`src/rtl/park_pkg.sv`:
```
package park_pkg;

    localparam int DIGITS  = 3;
    localparam int DIGIT_W = 4;
    localparam int DW      = DIGITS * DIGIT_W;

    typedef logic [DIGIT_W-1:0] digit_t;
    typedef digit_t [DIGITS-1:0] occ_t;

    typedef enum logic [2:0] {
        ACT_HOLD,
        ACT_CLEAR,
        ACT_LOAD,
        ACT_UP,
        ACT_DOWN
    } act_e;

    // binary to packed decimal digits, least significant digit at index 0
    function automatic occ_t bin_to_bcd(input int value);
        occ_t r;
        int   v;
        v = value;
        for (int i = 0; i < DIGITS; i++) begin
            r[i] = digit_t'(v % 10);
            v    = v / 10;
        end
        return r;
    endfunction

    function automatic logic digits_ok(input occ_t v);
        logic ok;
        ok = 1'b1;
        for (int i = 0; i < DIGITS; i++) begin
            if (v[i] > digit_t'(9)) ok = 1'b0;
        end
        return ok;
    endfunction

    function automatic int bcd_to_bin(input occ_t v);
        int acc;
        acc = 0;
        for (int i = DIGITS - 1; i >= 0; i--) begin
            acc = acc * 10 + int'(v[i]);
        end
        return acc;
    endfunction

endpackage

```
`src/rtl/park_sync.sv`:
```
module park_sync #(
    parameter int STAGES = 2
) (
    input  logic clk,
    input  logic rst,
    input  logic sw_i,
    output logic pulse_o
);

    // STAGES synchronizer flops plus one history flop for edge detection
    logic [STAGES:0] pipe_q;

    always_ff @(posedge clk) begin
        if (rst) begin
            pipe_q <= '0;
        end else begin
            pipe_q <= {pipe_q[STAGES-1:0], sw_i};
        end
    end

    assign pulse_o = pipe_q[STAGES-1] & ~pipe_q[STAGES];

    // one closure yields a pulse one cycle wide
    assert_single_pulse_R2: assert property (@(posedge clk) disable iff (rst)
        pulse_o |=> !pulse_o);

endmodule

```
`src/rtl/park_decade.sv`:
```
module park_decade
    import park_pkg::*;
(
    input  logic   clk,
    input  logic   rst,
    input  logic   clr_i,
    input  logic   load_i,
    input  digit_t load_val_i,
    input  logic   up_i,
    input  logic   dn_i,
    output digit_t digit_o,
    output logic   carry_o,
    output logic   borrow_o
);

    localparam digit_t TOP = digit_t'(9);

    always_ff @(posedge clk) begin
        if (rst || clr_i) begin
            digit_o <= '0;
        end else if (load_i) begin
            digit_o <= load_val_i;
        end else if (up_i) begin
            digit_o <= (digit_o == TOP) ? '0 : digit_o + digit_t'(1);
        end else if (dn_i) begin
            digit_o <= (digit_o == '0) ? TOP : digit_o - digit_t'(1);
        end
    end

    assign carry_o  = up_i & (digit_o == TOP);
    assign borrow_o = dn_i & (digit_o == '0);

    assert_digit_bcd_R4: assert property (@(posedge clk) disable iff (rst)
        digit_o <= TOP);

    assert_up_wrap_R4: assert property (@(posedge clk) disable iff (rst)
        (up_i && !clr_i && !load_i && digit_o == TOP) |=> digit_o == '0);

    assert_down_wrap_R4: assert property (@(posedge clk) disable iff (rst)
        (dn_i && !up_i && !clr_i && !load_i && digit_o == '0) |=> digit_o == TOP);

endmodule

```
`src/rtl/park_ctrl.sv`:
```
module park_ctrl
    import park_pkg::*;
#(
    parameter int CAPACITY = 100
) (
    input  logic clear_i,
    input  logic preset_en_i,
    input  occ_t preset_val_i,
    input  logic entry_ev_i,
    input  logic exit_ev_i,
    input  occ_t count_i,
    output act_e act_o,
    output logic full_o
);

    localparam occ_t CAP_BCD = bin_to_bcd(CAPACITY);

    logic empty;
    logic preset_ok;

    assign full_o    = (count_i == CAP_BCD);
    assign empty     = (count_i == '0);
    assign preset_ok = digits_ok(preset_val_i) && (bcd_to_bin(preset_val_i) <= CAPACITY);

    always_comb begin
        act_o = ACT_HOLD;
        if (clear_i) begin
            act_o = ACT_CLEAR;
        end else if (preset_en_i) begin
            act_o = preset_ok ? ACT_LOAD : ACT_HOLD;
        end else if (entry_ev_i && !exit_ev_i && !full_o) begin
            act_o = ACT_UP;
        end else if (exit_ev_i && !entry_ev_i && !empty) begin
            act_o = ACT_DOWN;
        end
    end

endmodule

```
`src/rtl/park_occupancy.sv`:
```
module park_occupancy
    import park_pkg::*;
#(
    parameter int CAPACITY    = 100,
    parameter int SYNC_STAGES = 2
) (
    input  logic                     clk,
    input  logic                     rst,
    input  logic                     entry_sw_i,
    input  logic                     exit_sw_i,
    input  logic                     clear_i,
    input  logic                     preset_en_i,
    input  logic [park_pkg::DW-1:0]  preset_val_i,
    output logic [park_pkg::DW-1:0]  count_o,
    output logic                     vacancy_o,
    output logic                     full_o
);

    localparam int NSW = 2;   // index 0 entry, index 1 exit

    logic [NSW-1:0]  sw_raw;
    logic [NSW-1:0]  sw_ev;
    occ_t            count;
    occ_t            preset_val;
    act_e            act;
    logic [DIGITS:0] up_chain;
    logic [DIGITS:0] dn_chain;

    assign sw_raw     = {exit_sw_i, entry_sw_i};
    assign preset_val = preset_val_i;

    for (genvar s = 0; s < NSW; s++) begin : g_sw
        park_sync #(.STAGES(SYNC_STAGES)) u_sync (
            .clk     (clk),
            .rst     (rst),
            .sw_i    (sw_raw[s]),
            .pulse_o (sw_ev[s])
        );
    end

    park_ctrl #(.CAPACITY(CAPACITY)) u_ctrl (
        .clear_i      (clear_i),
        .preset_en_i  (preset_en_i),
        .preset_val_i (preset_val),
        .entry_ev_i   (sw_ev[0]),
        .exit_ev_i    (sw_ev[1]),
        .count_i      (count),
        .act_o        (act),
        .full_o       (full_o)
    );

    assign up_chain[0] = (act == ACT_UP);
    assign dn_chain[0] = (act == ACT_DOWN);

    for (genvar d = 0; d < DIGITS; d++) begin : g_digit
        park_decade u_decade (
            .clk        (clk),
            .rst        (rst),
            .clr_i      (act == ACT_CLEAR),
            .load_i     (act == ACT_LOAD),
            .load_val_i (preset_val[d]),
            .up_i       (up_chain[d]),
            .dn_i       (dn_chain[d]),
            .digit_o    (count[d]),
            .carry_o    (up_chain[d+1]),
            .borrow_o   (dn_chain[d+1])
        );
    end

    assign count_o   = count;
    assign vacancy_o = ~full_o;

    assert_clear_zero_R1: assert property (@(posedge clk) disable iff (rst)
        clear_i |=> count_o == '0);

    assert_in_range_R5: assert property (@(posedge clk) disable iff (rst)
        bcd_to_bin(count) <= CAPACITY);

    assert_full_sticky_R5: assert property (@(posedge clk) disable iff (rst)
        (full_o && sw_ev[0] && !sw_ev[1] && !clear_i && !preset_en_i) |=> full_o);

    assert_cancel_R6: assert property (@(posedge clk) disable iff (rst)
        (sw_ev[0] && sw_ev[1] && !clear_i && !preset_en_i) |=> $stable(count_o));

    assert_bad_preset_R8: assert property (@(posedge clk) disable iff (rst)
        (preset_en_i && !clear_i && act == ACT_HOLD) |=> $stable(count_o));

    assert_full_source_R9: assert property (@(posedge clk) disable iff (rst)
        $rose(full_o) |-> ($past(act) == ACT_UP || $past(act) == ACT_LOAD));

endmodule

```
`config.mk`:
```
export PLATFORM = sky130hd
export DESIGN_NAME = park_occupancy
export DESIGN_NICKNAME = d
export VERILOG_FILES = /design/src/rtl/park_pkg.sv /design/src/rtl/park_sync.sv /design/src/rtl/park_decade.sv /design/src/rtl/park_ctrl.sv /design/src/rtl/park_occupancy.sv
export SDC_FILE = /design/constraint.sdc
export NUM_CORES = 1
export LEC_CHECK = 0
export ABC_CLOCK_PERIOD_IN_PS = 16920
export BUFFER_PORTS_ARGS = -buffer_cell sky130_fd_sc_hd__buf_2
export CAP_MARGIN = 20
export CORE_ASPECT_RATIO = 1.5
export CORE_MARGIN = 2
export CORE_UTILIZATION = 61
export CTS_CLUSTER_DIAMETER = 100
export CTS_CLUSTER_SIZE = 12
export DETAILED_ROUTE_END_ITERATION = 12
export PLACE_DENSITY = 0.85
export SLEW_MARGIN = 40
export SYNTH_ARGS = -nofsm -noshare
export SYNTH_HDL_FRONTEND = slang
export SYNTH_HIERARCHICAL = 1
export SYNTH_SLANG_ARGS = --single-unit
```
`constraint.sdc`:
```
create_clock -name clk -period 16.92 [get_ports clk]
set_input_delay 3.384 -clock clk [delete_from_list [all_inputs] [get_ports clk]]
set_output_delay 3.384 -clock clk [all_outputs]
set_load 0.02 [all_outputs]
```
==> impl_metrics.csv <==
group,metric,value,unit
run_status,outcome,"complete, no violations",
detailed_routing,drt_iter0_markers,82,
floorplan,initial_core_util,0.638,
clock_tree,clock-sinks,18,
detailed_routing,vias,2233,
detailed_routing,wl_per_cell,14.8,um
timing,hold_viol_final,0,
setup_path,crit_cells,26,
clock_tree,h-tree-depth,1,
place,dp_hpwl,4.11,mm
power_and_ir_drop,p_int,105,uW
final_layout,n_antenna_cell,0,
final_layout,area_growth,4.85,%
setup_path,crit_arrival,10050,ps
power_and_ir_drop,p_seq_frac,0.248,
hold_path,hp-start,"g_sw[0].u_sync/pipe_q[0]$_SDFF_PP0_",
grt,grt_overflow,0,
power_and_ir_drop,ir_drop,0.0545,mV
setup_path,required,17100,ps
place,place_congestion,0.860,
timing,slew_viol_final,0,
power_and_ir_drop,p_per_area,71.6,mW/mm2
place,io_buffers,31,
detailed_routing,postRouteAntennaNets,0,
final_layout,register_area,360,um2
timing,rsz0062_at_grt,"no",
final_layout,final_util,0.669,
power_and_ir_drop,p_sw_frac,0.412,
final_layout,fillers,338,
setup_path,cp-start-kind,"primary input",
floorplan,dieArea,0.00441,mm2
floorplan,die_w,54.9,um
grt,grt_first_pass_wirelength,8.49,mm
hold_path,min_path_type,"register to register",
floorplan,ios,32,
detailed_routing,viasPerCell,6.34,
grt,track_usage,0.252,
synthesis,synth_area_per_cell,8.24,um2
job,maxCapViolCount,0,
power_and_ir_drop,clockPowerShare,0.201,
setup_path,max_stage_delay,550,ps
clock_tree,cts_root_buf,"clkbuf_8",
synthesis,syn-instance-count,288,
setup_path,path_buf_inv,1,
setup_path,path_delay_family,"simple AND/OR/NAND/NOR gates",
setup_path,reg2reg_from,"g_digit[0].u_decade/digit_o[2]$_SDFFE_PP0P_",
grt,grt_max_degree,31,
clock_tree,cts_tree,"built",
floorplan,rows,27,
timing,tightest_slew,658,ps
setup_path,crit_path_end,"g_digit[2].u_decade/digit_o[1]$_SDFFE_PP0P_",
clock_tree,cts_buffer_depth,2,
setup_path,r2r_slack,12340,ps
setup_path,worstRegToRegCells,15,
setup_path,r2r-end,"g_digit[2].u_decade/digit_o[1]$_SDFFE_PP0P_",
timing,setup_viol,0,
timing,min_period,9870,ps
power_and_ir_drop,power.total,178,uW
detailed_routing,wirelength,5.22,mm
detailed_routing,remaining_drc_errors,0,
setup_path,worst-path-max-fanout,11,
setup_path,worst-setup-path-type,"primary input to register",
detailed_routing,drtPass1Iterations,4,
clock_tree,cts_buffers,3,
setup_path,cpMaxStageDelayCell,"fa_1",
clock_tree,clk-insertion-delay-late,260,ps
timing,slew_headroom,0.560,
synthesis,synth_nets,334,
clock_tree,cts_setup_buffers,0,
grt,antenna_found_initial,0,
power_and_ir_drop,p_leak,1.02,nW
final_layout,drive_gt1_frac,0.175,
clock_tree,hold_buffers,0,
timing,skew,3.53,ps
clock_tree,cts.repair.resized,0,
power_and_ir_drop,pwr-share-comb,0.551,
timing,fin_crit_sh,0.583,
final_layout,nNetsFinal,356,
grt,grt_pass1_vias,2039,
synthesis,synth_area,0.00237,mm2
floorplan,core,0.00372,mm2
synthesis,ys_warn_count,6,
clock_tree,clk_pin_slew_worst_paths,70,ps
setup_path,cp-startpoint,"preset_val_i[9]",
setup_path,worst_setup_path_end_kind,"register",
final_layout,multi_input_area,0.00178,mm2
floorplan,die_h,80.4,um
timing,setup-tns-final,0,ps
power_and_ir_drop,switchingPower,73.4,uW
timing,max_freq,101,MHz
final cells by class:
class | instances | area share
clock buffers | 4 | 0.0221
inverters | 17 | 0.0257
multi-input cells | 237 | 0.717
flip-flops and latches | 18 | 0.145
well taps | 43 | 0.0216
repair buffers | 33 | 0.0684
metrics by stage:
stage          area, um2  setup slack [ps]  std cells  hold slack [ps]
6_report            2490              7050        352              440
3_5_place_dp        2430              6870        348              425
3_3_place_gp        2430              7080        348              416
4_1_cts             2490              7130        352              442
2_1_floorplan       2370              7990        288              414
5_1_grt             2490              6380        352              455
placed cells by master (no fill, tap or decap), drive strengths merged, types with 5 or more instances in the layout:
cell / count
ha: 24
nor3b: 7
nand2: 22
inv: 17
nand3: 5
a21oi: 10
xnor2: 8
xor2: 6
nand2b: 11
dfxtp: 18
nor2b: 16
o21ai: 14
a2111oi: 6
nor3: 7
nor2: 22
nor4: 6
o211ai: 5
buf: 33
power by group through the flow:
stage	Combinational (mW)	Clock, mW	Sequential (mW)
final	0.0982	0.0358	0.0442
after global routing	0.110	0.0377	0.0443
after CTS	0.0974	0.0365	0.0442
after detailed placement	0.0965	0	0.0452
after global placement	0.0948	0	0.0451
after floorplan	0.0774	0	0.0450
how the worst min path moves through the flow:
stage | end | slack (ps) | cells after the start
global route | g_sw[0].u_sync/pipe_q[1]$_SDFF_PP0_ | 450 | 1
CTS | g_sw[0].u_sync/pipe_q[1]$_SDFF_PP0_ | 440 | 1
finish | g_sw[0].u_sync/pipe_q[1]$_SDFF_PP0_ | 440 | 1
detailed placement | g_sw[0].u_sync/pipe_q[1]$_SDFF_PP0_ | 430 | 1
global placement | g_sw[1].u_sync/pipe_q[1]$_SDFF_PP0_ | 420 | 1
floorplan | g_sw[0].u_sync/pipe_q[1]$_SDFF_PP0_ | 410 | 1
sequential cells by signal, summed over array words and instances, names as in the netlist:
| signal | flops |
|---|---|
| g_digit.u_decade/digit_o | 12 |
| g_sw.u_sync/pipe_q | 6 |
layer usage:
| layer | GRT usage | vias up | share of wire | wire [um] |
|---|---|---|---|---|
| li1 | - | 1118 | - | - |
| met1 | 0.290 | 1051 | 0.42 | 2190 |
| met2 | 0.460 | 60 | 0.54 | 2810 |
| met3 | 0.0223 | 4 | 0.034 | 179 |
| met4 | 0.0854 | 0 | 0.0090 | 47 |
| met5 | 0 | - | 0 | 0 |
No activity file was read; power rests on OpenSTA's default activity.
